$ cat config.mk
export PLATFORM = sky130hd
export DESIGN_NAME = bus_cmd_decoder
export DESIGN_NICKNAME = d
export VERILOG_FILES = /design/src/rtl/bus_cmd_pkg.sv /design/src/rtl/bus_cmd_ctrl.sv /design/src/rtl/bus_cmd_datapath.sv /design/src/rtl/bus_cmd_decoder.sv
export SDC_FILE = /design/constraint.sdc
export NUM_CORES = 1
export LEC_CHECK = 0
export BUFFER_PORTS_ARGS = -buffer_cell sky130_fd_sc_hd__buf_2
export CORE_AREA = 2 2 78 80
export DETAILED_ROUTE_END_ITERATION = 8
export DIE_AREA = 0 0 80 82
export PLACE_DENSITY = 0.61
export SYNTH_ARGS = -nofsm -noshare
export SYNTH_HDL_FRONTEND = slang
export SYNTH_HIERARCHICAL = 1
export SYNTH_SLANG_ARGS = --single-unit
$ cat constraint.sdc
create_clock -name clk -period 4.1 [get_ports clk]
set_clock_uncertainty 0.2 [all_clocks]
set_input_delay 0.205 -clock clk [delete_from_list [all_inputs] [get_ports clk]]
set_output_delay 0.205 -clock clk [all_outputs]
set_load 0.01 [all_outputs]
$ cat src/rtl/bus_cmd_pkg.sv
package bus_cmd_pkg;
  localparam int FUNC_W = 5;
  localparam int SUB_W  = 4;

  localparam logic [FUNC_W-1:0] FN_FIFO_RD = 5'd0;
  localparam logic [FUNC_W-1:0] FN_REG_RD  = 5'd1;
  localparam logic [FUNC_W-1:0] FN_ATTN    = 5'd8;
  localparam logic [FUNC_W-1:0] FN_FIFO_WR = 5'd16;
  localparam logic [FUNC_W-1:0] FN_REG_WR  = 5'd17;
  localparam logic [FUNC_W-1:0] FN_INIT    = 5'd25;

  localparam logic [SUB_W-1:0] SA_DATA = 4'd0;
  localparam logic [SUB_W-1:0] SA_CTRL = 4'd1;
  localparam logic [SUB_W-1:0] SA_STAT = 4'd12;
  localparam logic [SUB_W-1:0] SA_MASK = 4'd13;
  localparam logic [SUB_W-1:0] SA_REQ  = 4'd14;
  localparam logic [SUB_W-1:0] SA_CMD  = 4'd15;

  typedef enum logic [3:0] {
    SEL_NONE, SEL_RX_DATA, SEL_RX_CTRL, SEL_TX_DATA, SEL_TX_CTRL,
    SEL_OUT_REG, SEL_IN_REG, SEL_REQ_RD, SEL_MASK_RD, SEL_MASK_WR,
    SEL_STAT_RD, SEL_ATTN, SEL_INIT
  } cmdSel_t;

  typedef struct packed {
    cmdSel_t sel;
    logic    accept;
  } cmdRoute_t;

  typedef struct packed {
    logic moduleInit;
    logic maskLoad;
    logic inRegLoad;
    logic outRegTaken;
    logic txCtrlPush;
    logic rxCtrlPop;
    logic txDataPush;
    logic rxDataPop;
  } cmdStrobes_t;
endpackage

$ cat src/rtl/bus_cmd_ctrl.sv
module bus_cmd_ctrl
  import bus_cmd_pkg::*;
(
  input  logic              clk,
  input  logic              rst_n,
  input  logic              stationSel,
  input  logic [FUNC_W-1:0] funcCode,
  input  logic [SUB_W-1:0]  subAddr,
  input  logic              strobeWr,
  input  logic              strobeRd,
  input  logic              busClear,
  input  logic              condIn,
  output cmdRoute_t         route,
  output cmdStrobes_t       strobes
);
  cmdSel_t sel;
  logic    wrPrev, rdPrev;
  logic    wrRise, rdRise;

  always_comb begin
    sel = SEL_NONE;
    if (stationSel) begin
      case (funcCode)
        FN_FIFO_RD: begin
          if (subAddr == SA_DATA)      sel = SEL_RX_DATA;
          else if (subAddr == SA_CTRL) sel = SEL_RX_CTRL;
        end
        FN_FIFO_WR: begin
          if (subAddr == SA_DATA)      sel = SEL_TX_DATA;
          else if (subAddr == SA_CTRL) sel = SEL_TX_CTRL;
        end
        FN_REG_RD: begin
          if (subAddr == SA_CTRL)      sel = SEL_OUT_REG;
          else if (subAddr == SA_REQ)  sel = SEL_REQ_RD;
          else if (subAddr == SA_MASK) sel = SEL_MASK_RD;
          else if (subAddr == SA_STAT) sel = SEL_STAT_RD;
        end
        FN_REG_WR: begin
          if (subAddr == SA_CTRL)      sel = SEL_IN_REG;
          else if (subAddr == SA_MASK) sel = SEL_MASK_WR;
        end
        FN_ATTN: if (subAddr == SA_CMD) sel = SEL_ATTN;
        FN_INIT: if (subAddr == SA_CMD) sel = SEL_INIT;
        default: sel = SEL_NONE;
      endcase
    end
  end

  assign route.sel    = sel;
  assign route.accept = (sel != SEL_NONE);

  always_ff @(posedge clk or negedge rst_n) begin
    if (!rst_n) begin
      wrPrev <= 1'b0;
      rdPrev <= 1'b0;
    end else begin
      wrPrev <= strobeWr;
      rdPrev <= strobeRd;
    end
  end

  assign wrRise = strobeWr & ~wrPrev;
  assign rdRise = strobeRd & ~rdPrev;

  always_comb begin
    strobes.rxDataPop   = rdRise && sel == SEL_RX_DATA && condIn;
    strobes.rxCtrlPop   = rdRise && sel == SEL_RX_CTRL && condIn;
    strobes.outRegTaken = rdRise && sel == SEL_OUT_REG && condIn;
    strobes.txDataPush  = wrRise && sel == SEL_TX_DATA && condIn;
    strobes.txCtrlPush  = wrRise && sel == SEL_TX_CTRL && condIn;
    strobes.inRegLoad   = wrRise && sel == SEL_IN_REG && condIn;
    strobes.maskLoad    = wrRise && sel == SEL_MASK_WR;
    strobes.moduleInit  = (wrRise && sel == SEL_INIT) || (rdRise && busClear);
  end
endmodule

$ cat src/rtl/bus_cmd_datapath.sv
module bus_cmd_datapath
  import bus_cmd_pkg::*;
#(
  parameter int DATA_W = 16,
  parameter int BYTE_W = 8,
  parameter int REQ_W  = 5,
  parameter int STAT_W = 12
) (
  input  cmdRoute_t          route,
  input  logic               byteMode,
  input  logic [DATA_W-1:0]  wrData,
  input  logic [DATA_W-1:0]  rxDataWord,
  input  logic               rxDataAvail,
  input  logic [DATA_W-1:0]  rxCtrlWord,
  input  logic               rxCtrlAvail,
  input  logic               txDataSpace,
  input  logic               txCtrlSpace,
  input  logic [BYTE_W-1:0]  outRegByte,
  input  logic               outRegFull,
  input  logic               inRegEmpty,
  input  logic [REQ_W-1:0]   reqBits,
  input  logic [REQ_W-1:0]   maskBits,
  input  logic [STAT_W-1:0]  statusBits,
  input  logic               attnState,
  output logic               cmdCond,
  output logic [DATA_W-1:0]  rdData,
  output logic [DATA_W-1:0]  txDataWord,
  output logic [DATA_W-1:0]  txCtrlWord,
  output logic [BYTE_W-1:0]  inRegByte,
  output logic [REQ_W-1:0]   maskWord
);
  localparam logic [DATA_W-1:0] LOW_MASK = DATA_W'({BYTE_W{1'b1}});

  logic [DATA_W-1:0] rxDataFmt;

  assign rxDataFmt  = byteMode ? (rxDataWord & LOW_MASK) : rxDataWord;
  assign txDataWord = byteMode ? (wrData & LOW_MASK) : wrData;
  assign txCtrlWord = wrData;
  assign inRegByte  = wrData[BYTE_W-1:0];
  assign maskWord   = wrData[REQ_W-1:0];

  always_comb begin
    case (route.sel)
      SEL_RX_DATA: cmdCond = rxDataAvail;
      SEL_RX_CTRL: cmdCond = rxCtrlAvail;
      SEL_TX_DATA: cmdCond = txDataSpace;
      SEL_TX_CTRL: cmdCond = txCtrlSpace;
      SEL_OUT_REG: cmdCond = outRegFull;
      SEL_IN_REG:  cmdCond = inRegEmpty;
      SEL_ATTN:    cmdCond = attnState;
      default:     cmdCond = 1'b0;
    endcase
  end

  always_comb begin
    case (route.sel)
      SEL_RX_DATA: rdData = rxDataFmt;
      SEL_RX_CTRL: rdData = rxCtrlWord;
      SEL_OUT_REG: rdData = DATA_W'(outRegByte);
      SEL_REQ_RD:  rdData = DATA_W'(reqBits);
      SEL_MASK_RD: rdData = DATA_W'(maskBits);
      SEL_STAT_RD: rdData = DATA_W'(statusBits);
      default:     rdData = '0;
    endcase
  end
endmodule

$ cat src/rtl/bus_cmd_decoder.sv
module bus_cmd_decoder
  import bus_cmd_pkg::*;
#(
  parameter int DATA_W = 16,
  parameter int BYTE_W = 8,
  parameter int REQ_W  = 5,
  parameter int STAT_W = 12
) (
  input  logic              clk,
  input  logic              rst_n,
  input  logic              stationSel,
  input  logic [4:0]        funcCode,
  input  logic [3:0]        subAddr,
  input  logic              strobeWr,
  input  logic              strobeRd,
  input  logic              busClear,
  input  logic [DATA_W-1:0] wrData,
  input  logic              byteMode,
  output logic              cmdAccept,
  output logic              cmdCond,
  output logic [DATA_W-1:0] rdData,
  input  logic [DATA_W-1:0] rxDataWord,
  input  logic              rxDataAvail,
  output logic              rxDataPop,
  input  logic [DATA_W-1:0] rxCtrlWord,
  input  logic              rxCtrlAvail,
  output logic              rxCtrlPop,
  input  logic              txDataSpace,
  output logic              txDataPush,
  output logic [DATA_W-1:0] txDataWord,
  input  logic              txCtrlSpace,
  output logic              txCtrlPush,
  output logic [DATA_W-1:0] txCtrlWord,
  input  logic [BYTE_W-1:0] outRegByte,
  input  logic              outRegFull,
  output logic              outRegTaken,
  input  logic              inRegEmpty,
  output logic              inRegLoad,
  output logic [BYTE_W-1:0] inRegByte,
  input  logic [REQ_W-1:0]  reqBits,
  input  logic [REQ_W-1:0]  maskBits,
  output logic              maskLoad,
  output logic [REQ_W-1:0]  maskWord,
  input  logic [STAT_W-1:0] statusBits,
  input  logic              attnState,
  output logic              moduleInit
);
  cmdRoute_t   route;
  cmdStrobes_t strobes;
  logic        condInt;

  bus_cmd_ctrl u_ctrl (
    .clk(clk), .rst_n(rst_n), .stationSel(stationSel), .funcCode(funcCode),
    .subAddr(subAddr), .strobeWr(strobeWr), .strobeRd(strobeRd),
    .busClear(busClear), .condIn(condInt), .route(route), .strobes(strobes)
  );

  bus_cmd_datapath #(
    .DATA_W(DATA_W), .BYTE_W(BYTE_W), .REQ_W(REQ_W), .STAT_W(STAT_W)
  ) u_dp (
    .route(route), .byteMode(byteMode), .wrData(wrData),
    .rxDataWord(rxDataWord), .rxDataAvail(rxDataAvail),
    .rxCtrlWord(rxCtrlWord), .rxCtrlAvail(rxCtrlAvail),
    .txDataSpace(txDataSpace), .txCtrlSpace(txCtrlSpace),
    .outRegByte(outRegByte), .outRegFull(outRegFull), .inRegEmpty(inRegEmpty),
    .reqBits(reqBits), .maskBits(maskBits), .statusBits(statusBits),
    .attnState(attnState), .cmdCond(condInt), .rdData(rdData),
    .txDataWord(txDataWord), .txCtrlWord(txCtrlWord), .inRegByte(inRegByte),
    .maskWord(maskWord)
  );

  assign cmdAccept   = route.accept;
  assign cmdCond     = condInt;
  assign rxDataPop   = strobes.rxDataPop;
  assign rxCtrlPop   = strobes.rxCtrlPop;
  assign txDataPush  = strobes.txDataPush;
  assign txCtrlPush  = strobes.txCtrlPush;
  assign outRegTaken = strobes.outRegTaken;
  assign inRegLoad   = strobes.inRegLoad;
  assign maskLoad    = strobes.maskLoad;
  assign moduleInit  = strobes.moduleInit;
endmodule

# == Word level (Yosys, flattened, before mapping) ==
# Cells that the tools add are included.
# totals
reg_bits,2
latch_bits,0
ram_bits,0
romBits,0
in_bits,101
output_inout_bits,71
elab_cells,65
mem_count,0
# op_classes
n_addsub,0
multipliers,0
div,0
n_lt_le_gt_ge,0
n_eq_ne,22
shift,0
muxes,18
bitwise_logic,4
reduce_logical,19
# op_table
operator,n
one-hot mux 16 bit (6 select lines),1
2-to-1 mux 4 bit,11
"equality test 4 bit, second input constant",9
2-to-1 mux 16 bit,2
one-hot mux 4 bit (6 select lines),1
"equality test 4 x 3 -> 1 bit, second input constant",4
"equality test 5 bit, second input constant",3
logical AND 1 bit,15
"equality test 4 x 1 -> 1 bit, second input constant",2
"equality test 4 x 2 -> 1 bit, second input constant",2
one-hot mux 1 bit (7 select lines),1
"equality test 5 x 1 -> 1 bit, second input constant",1
"equality test 5 x 4 -> 1 bit, second input constant",1
zero test 5 bit,1
zero test 4 bit,1
nonzero test 4 bit,1
2-to-1 mux 3 bit,1
bitwise AND 1 bit,2
2-to-1 mux 2 bit,1
inverter 1 bit,2
logical OR 1 bit,1

# == Logic depth before layout (Yosys ltp) ==
# logic_depth
depth_word,10
mapped_depth,12
mapped_depth_nobuf,10

# == Modules after synthesis ==
# Netlist, hierarchy kept.
# by_module_without_submodules
mod,n_inst,cells_per_inst,area_each_um2,seq_area_each_um2
bus_cmd_datapath,1,125,963.4,0.0
bus_cmd_ctrl,1,67,464.2,50.0

# == Worst setup path before layout ==
# OpenSTA, ideal clock, no wires.
# synth_path
kind,input-to-output
from,in subAddr[1]
to,out inRegLoad
arrival_ns,3.037
required_time_ns,3.695
path_slack_ns,0.658
path_stages,12
path_buffers,2
cell_sequence,buf_6 nor4b_1 o2111ai_2 and2_2 nor2b_1 nor2_1 buf_4 nor3b_1 a22oi_1 o311ai_0 nand3_1 nor4_1
# synth_rtl
element,line_no,rtl
from (decl),bus_cmd_decoder.sv:13,"input logic [3:0] subAddr,"
to (decl),bus_cmd_decoder.sv:38,"output logic inRegLoad,"

==> results_dict.tcl <==
set metrics [dict create \
    met3_usage_pct 0.8791 \
    coreArea_sq_mm 0.005746 \
    grt_pass1_vias 1600 \
    dp_slack_ns 0.7450 \
    start_kind "input pin" \
    fp.dieH_microns 82 \
    synthTopCellsByArea "buf_4, a22oi_1, a22o_1" \
    drc 0 \
    syn_avg_cell_area_sq_um 7.436 \
    hpwl_microns 4161 \
    io_buffer_count 134 \
    start_util_pct 24.85 \
    worstPathArrival_ns 2.91 \
    ys_warn_count 6 \
    power.density_mw_per_mm2 100.2 \
    dieWidth_microns 80 \
    busiest_layer "met2" \
    synth_seq_area_share_pct 3.506 \
    rsz0062_at_grt "false" \
    min_period_over_period_pct 80.77 \
    most-common-layout-cells "buf_2, a22oi_1, nor2b_1, nand2_1, nor2_1" \
    final_area_sq_mm 0.001933 \
    cts_buffer_depth 2 \
    irDropWorstVdd_v 0.00006010 \
    syn_area_sq_mm 0.001428 \
    ios 172 \
    gp_congestion 0.8475 \
    slew_viol_final 0 \
    numCtsBuffers 3 \
    diodes 0 \
    p_leak_nw 1.015 \
    grt_util_met1_pct 14.57 \
    routed-via-count 1777 \
    relSlewSlack_pct 58.47 \
    cap_violations 0 \
    critPathRequiredTime_ns 3.69 \
    routed_wl_microns 5066 \
    fin_hold_ws_ns 0.1102 \
    placementRows 28 \
    hold_class "input pin to async pin" \
    grt_pass1_wl_microns 7141 \
    fillers 615 \
    synth-seq-cells 2 \
    utilization_pct 33.65 \
    synth_top_area_share_pct 20.51 \
    setup_viol 0 \
    cp_max_fo 18 \
    hold_viol 0 \
    synth-edff-count 0 \
    postCtsResizedCells 0 \
    setup_slack_ns 0.7884 \
    cts.clk_slew.worst_paths_ns 0.03 \
    cts_root_buffer "clkbuf_8" \
    cts_sinks 2 \
    post-route-min-period_ns 3.312 \
    htreeDepth 1 \
    cts_tree "done" \
    first_pass_iters 4 \
    clock.fmax_ghz 0.3020 \
    layout_commonest_cell "buf_2" \
    area_delta_synth_final_pct 35.41 \
    worst_pin_slew_ns 0.6152 \
    grt.overflow.total 0 \
    synth_cell_types 52 \
    grt_usage_pct 13.27 \
    grt_util_met2_pct 27.50 \
    vias_per_cell 4.895 \
    post_cts_buffers 0 \
    ys_async_sr_fraction_pct 100.0 \
    layout-drive-gt1-share_pct 55.21 \
    grt_max_degree 19 \
    holdBufCountCts 3 \
    place_area_sq_mm 0.001862 \
    crit_path_end_kind "primary output" \
    syn_inst 192 \
    die-area_sq_mm 0.006560 \
    ant_nets 0 \
    criticalPathCategory "input pin to primary output" \
    setup_tns_ns 0 \
    synth.net_count 293 \
    synth-main-ff-cell "dfrtp_1" \
    nets 391 \
    routedWlPerCell_microns 13.96 \
    antenna_found_initial 0 \
    synth.largest_area_cell "buf_4" \
    outcome "complete, no violations" \
    drt-initial-drc-count 40 \
]
Yosys cell counts (2+ instances only):
library cell / n
a21o_1: 4
a21oi_1: 2
a22o_1: 10
a22oi_1: 13
a2bb2oi_1: 2
a31oi_1: 3
and3_1: 5
and3b_1: 2
buf_2: 6
buf_4: 39
buf_6: 4
dfrtp_1: 2
inv_1: 4
mux2_2: 2
nand2_1: 11
nand3_1: 5
nor2_1: 11
nor2b_1: 12
nor3_1: 7
nor3b_1: 5
nor4b_1: 2
nor4b_4: 2
o211ai_1: 3
o21ai_0: 5
o31a_1: 2
or2_2: 2
xnor2_1: 2
cell type report:
type	count	area [sq um]	share of cell area, %
Multi-Input combinational cell	137	994.7	51.46
Timing Repair Buffer	142	738.2	38.19
Tap cell	75	93.84	4.854
Sequential cell	2	50.05	2.589
Clock buffer	3	41.29	2.136
Inverter	4	15.01	0.7767
flip-flops by register name, indices dropped and copies added, names as in the netlist:
| signal | flops |
|---|---|
| u_ctrl/rdPrev | 1 |
| u_ctrl/wrPrev | 1 |
kinds of logic (layout without fill, tap and decap cells):
group | Yosys count | after routing | synth area share [%]
flops | 2 | 2 | 3.506
xor+xnor | 3 | 3 | 1.841
buf+inv | 53 | 149 | 26.82
compound gates | 54 | 54 | 29.80
simple gates | 78 | 78 | 36.46
mux | 2 | 2 | 1.577
critical path: stages:
cell      delay [ns]
buf_2           0.18
nor4bb_1        0.44
o2bb2a_1        0.31
o31a_1          0.15
nor2_1          0.10
buf_4           0.23
a31oi_1         0.10
o311ai_0        0.54
nand3_1         0.25
nor3_1          0.23
buf_2           0.17
through the flow:
step / power, W / cells
finish: 0.0001937 / 363
global route: 0.0002073 / 363
CTS: 0.0001960 / 363
detailed placement: 0.0001126 / 357
global placement: 0.0001120 / 357
floorplan: 0.00008918 / 192
power by group:
| part | internal, W | total, W | switching [W] | leakage [nW] |
|---|---|---|---|---|
| combinational | 0.0000511 | 0.0000934 | 0.0000423 | 0.970 |
| clock | 0.0000623 | 0.0000791 | 0.0000169 | 0.0216 |
| sequential | 0.0000209 | 0.0000212 | 0.000000323 | 0.0233 |
| total | 0.000134 | 0.000194 | 0.0000595 | 1.02 |
how the worst max path moves through the flow:
stage                      startpoint         end  slack, ns  cells past startpoint
after floorplan            subAddr[1]   inRegLoad       0.66                     12
after global placement    funcCode[3]   inRegLoad       0.64                     11
after detailed placement  funcCode[3]  txDataPush       0.75                     11
after CTS                 funcCode[3]  txDataPush       0.70                     11
after global routing      funcCode[3]  txCtrlPush       0.42                     11
final                     funcCode[3]  txDataPush       0.79                     11
routing by layer:
layer | share of wire, % | vias up | routed length [microns]
met4 | 0.63 | 0 | 32
met3 | 7.4 | 3 | 374
met5 | 0 | - | 0
met1 | 40 | 808 | 2007
li1 | - | 873 | -
met2 | 52 | 93 | 2651
(Power assumes the default switching activity.)
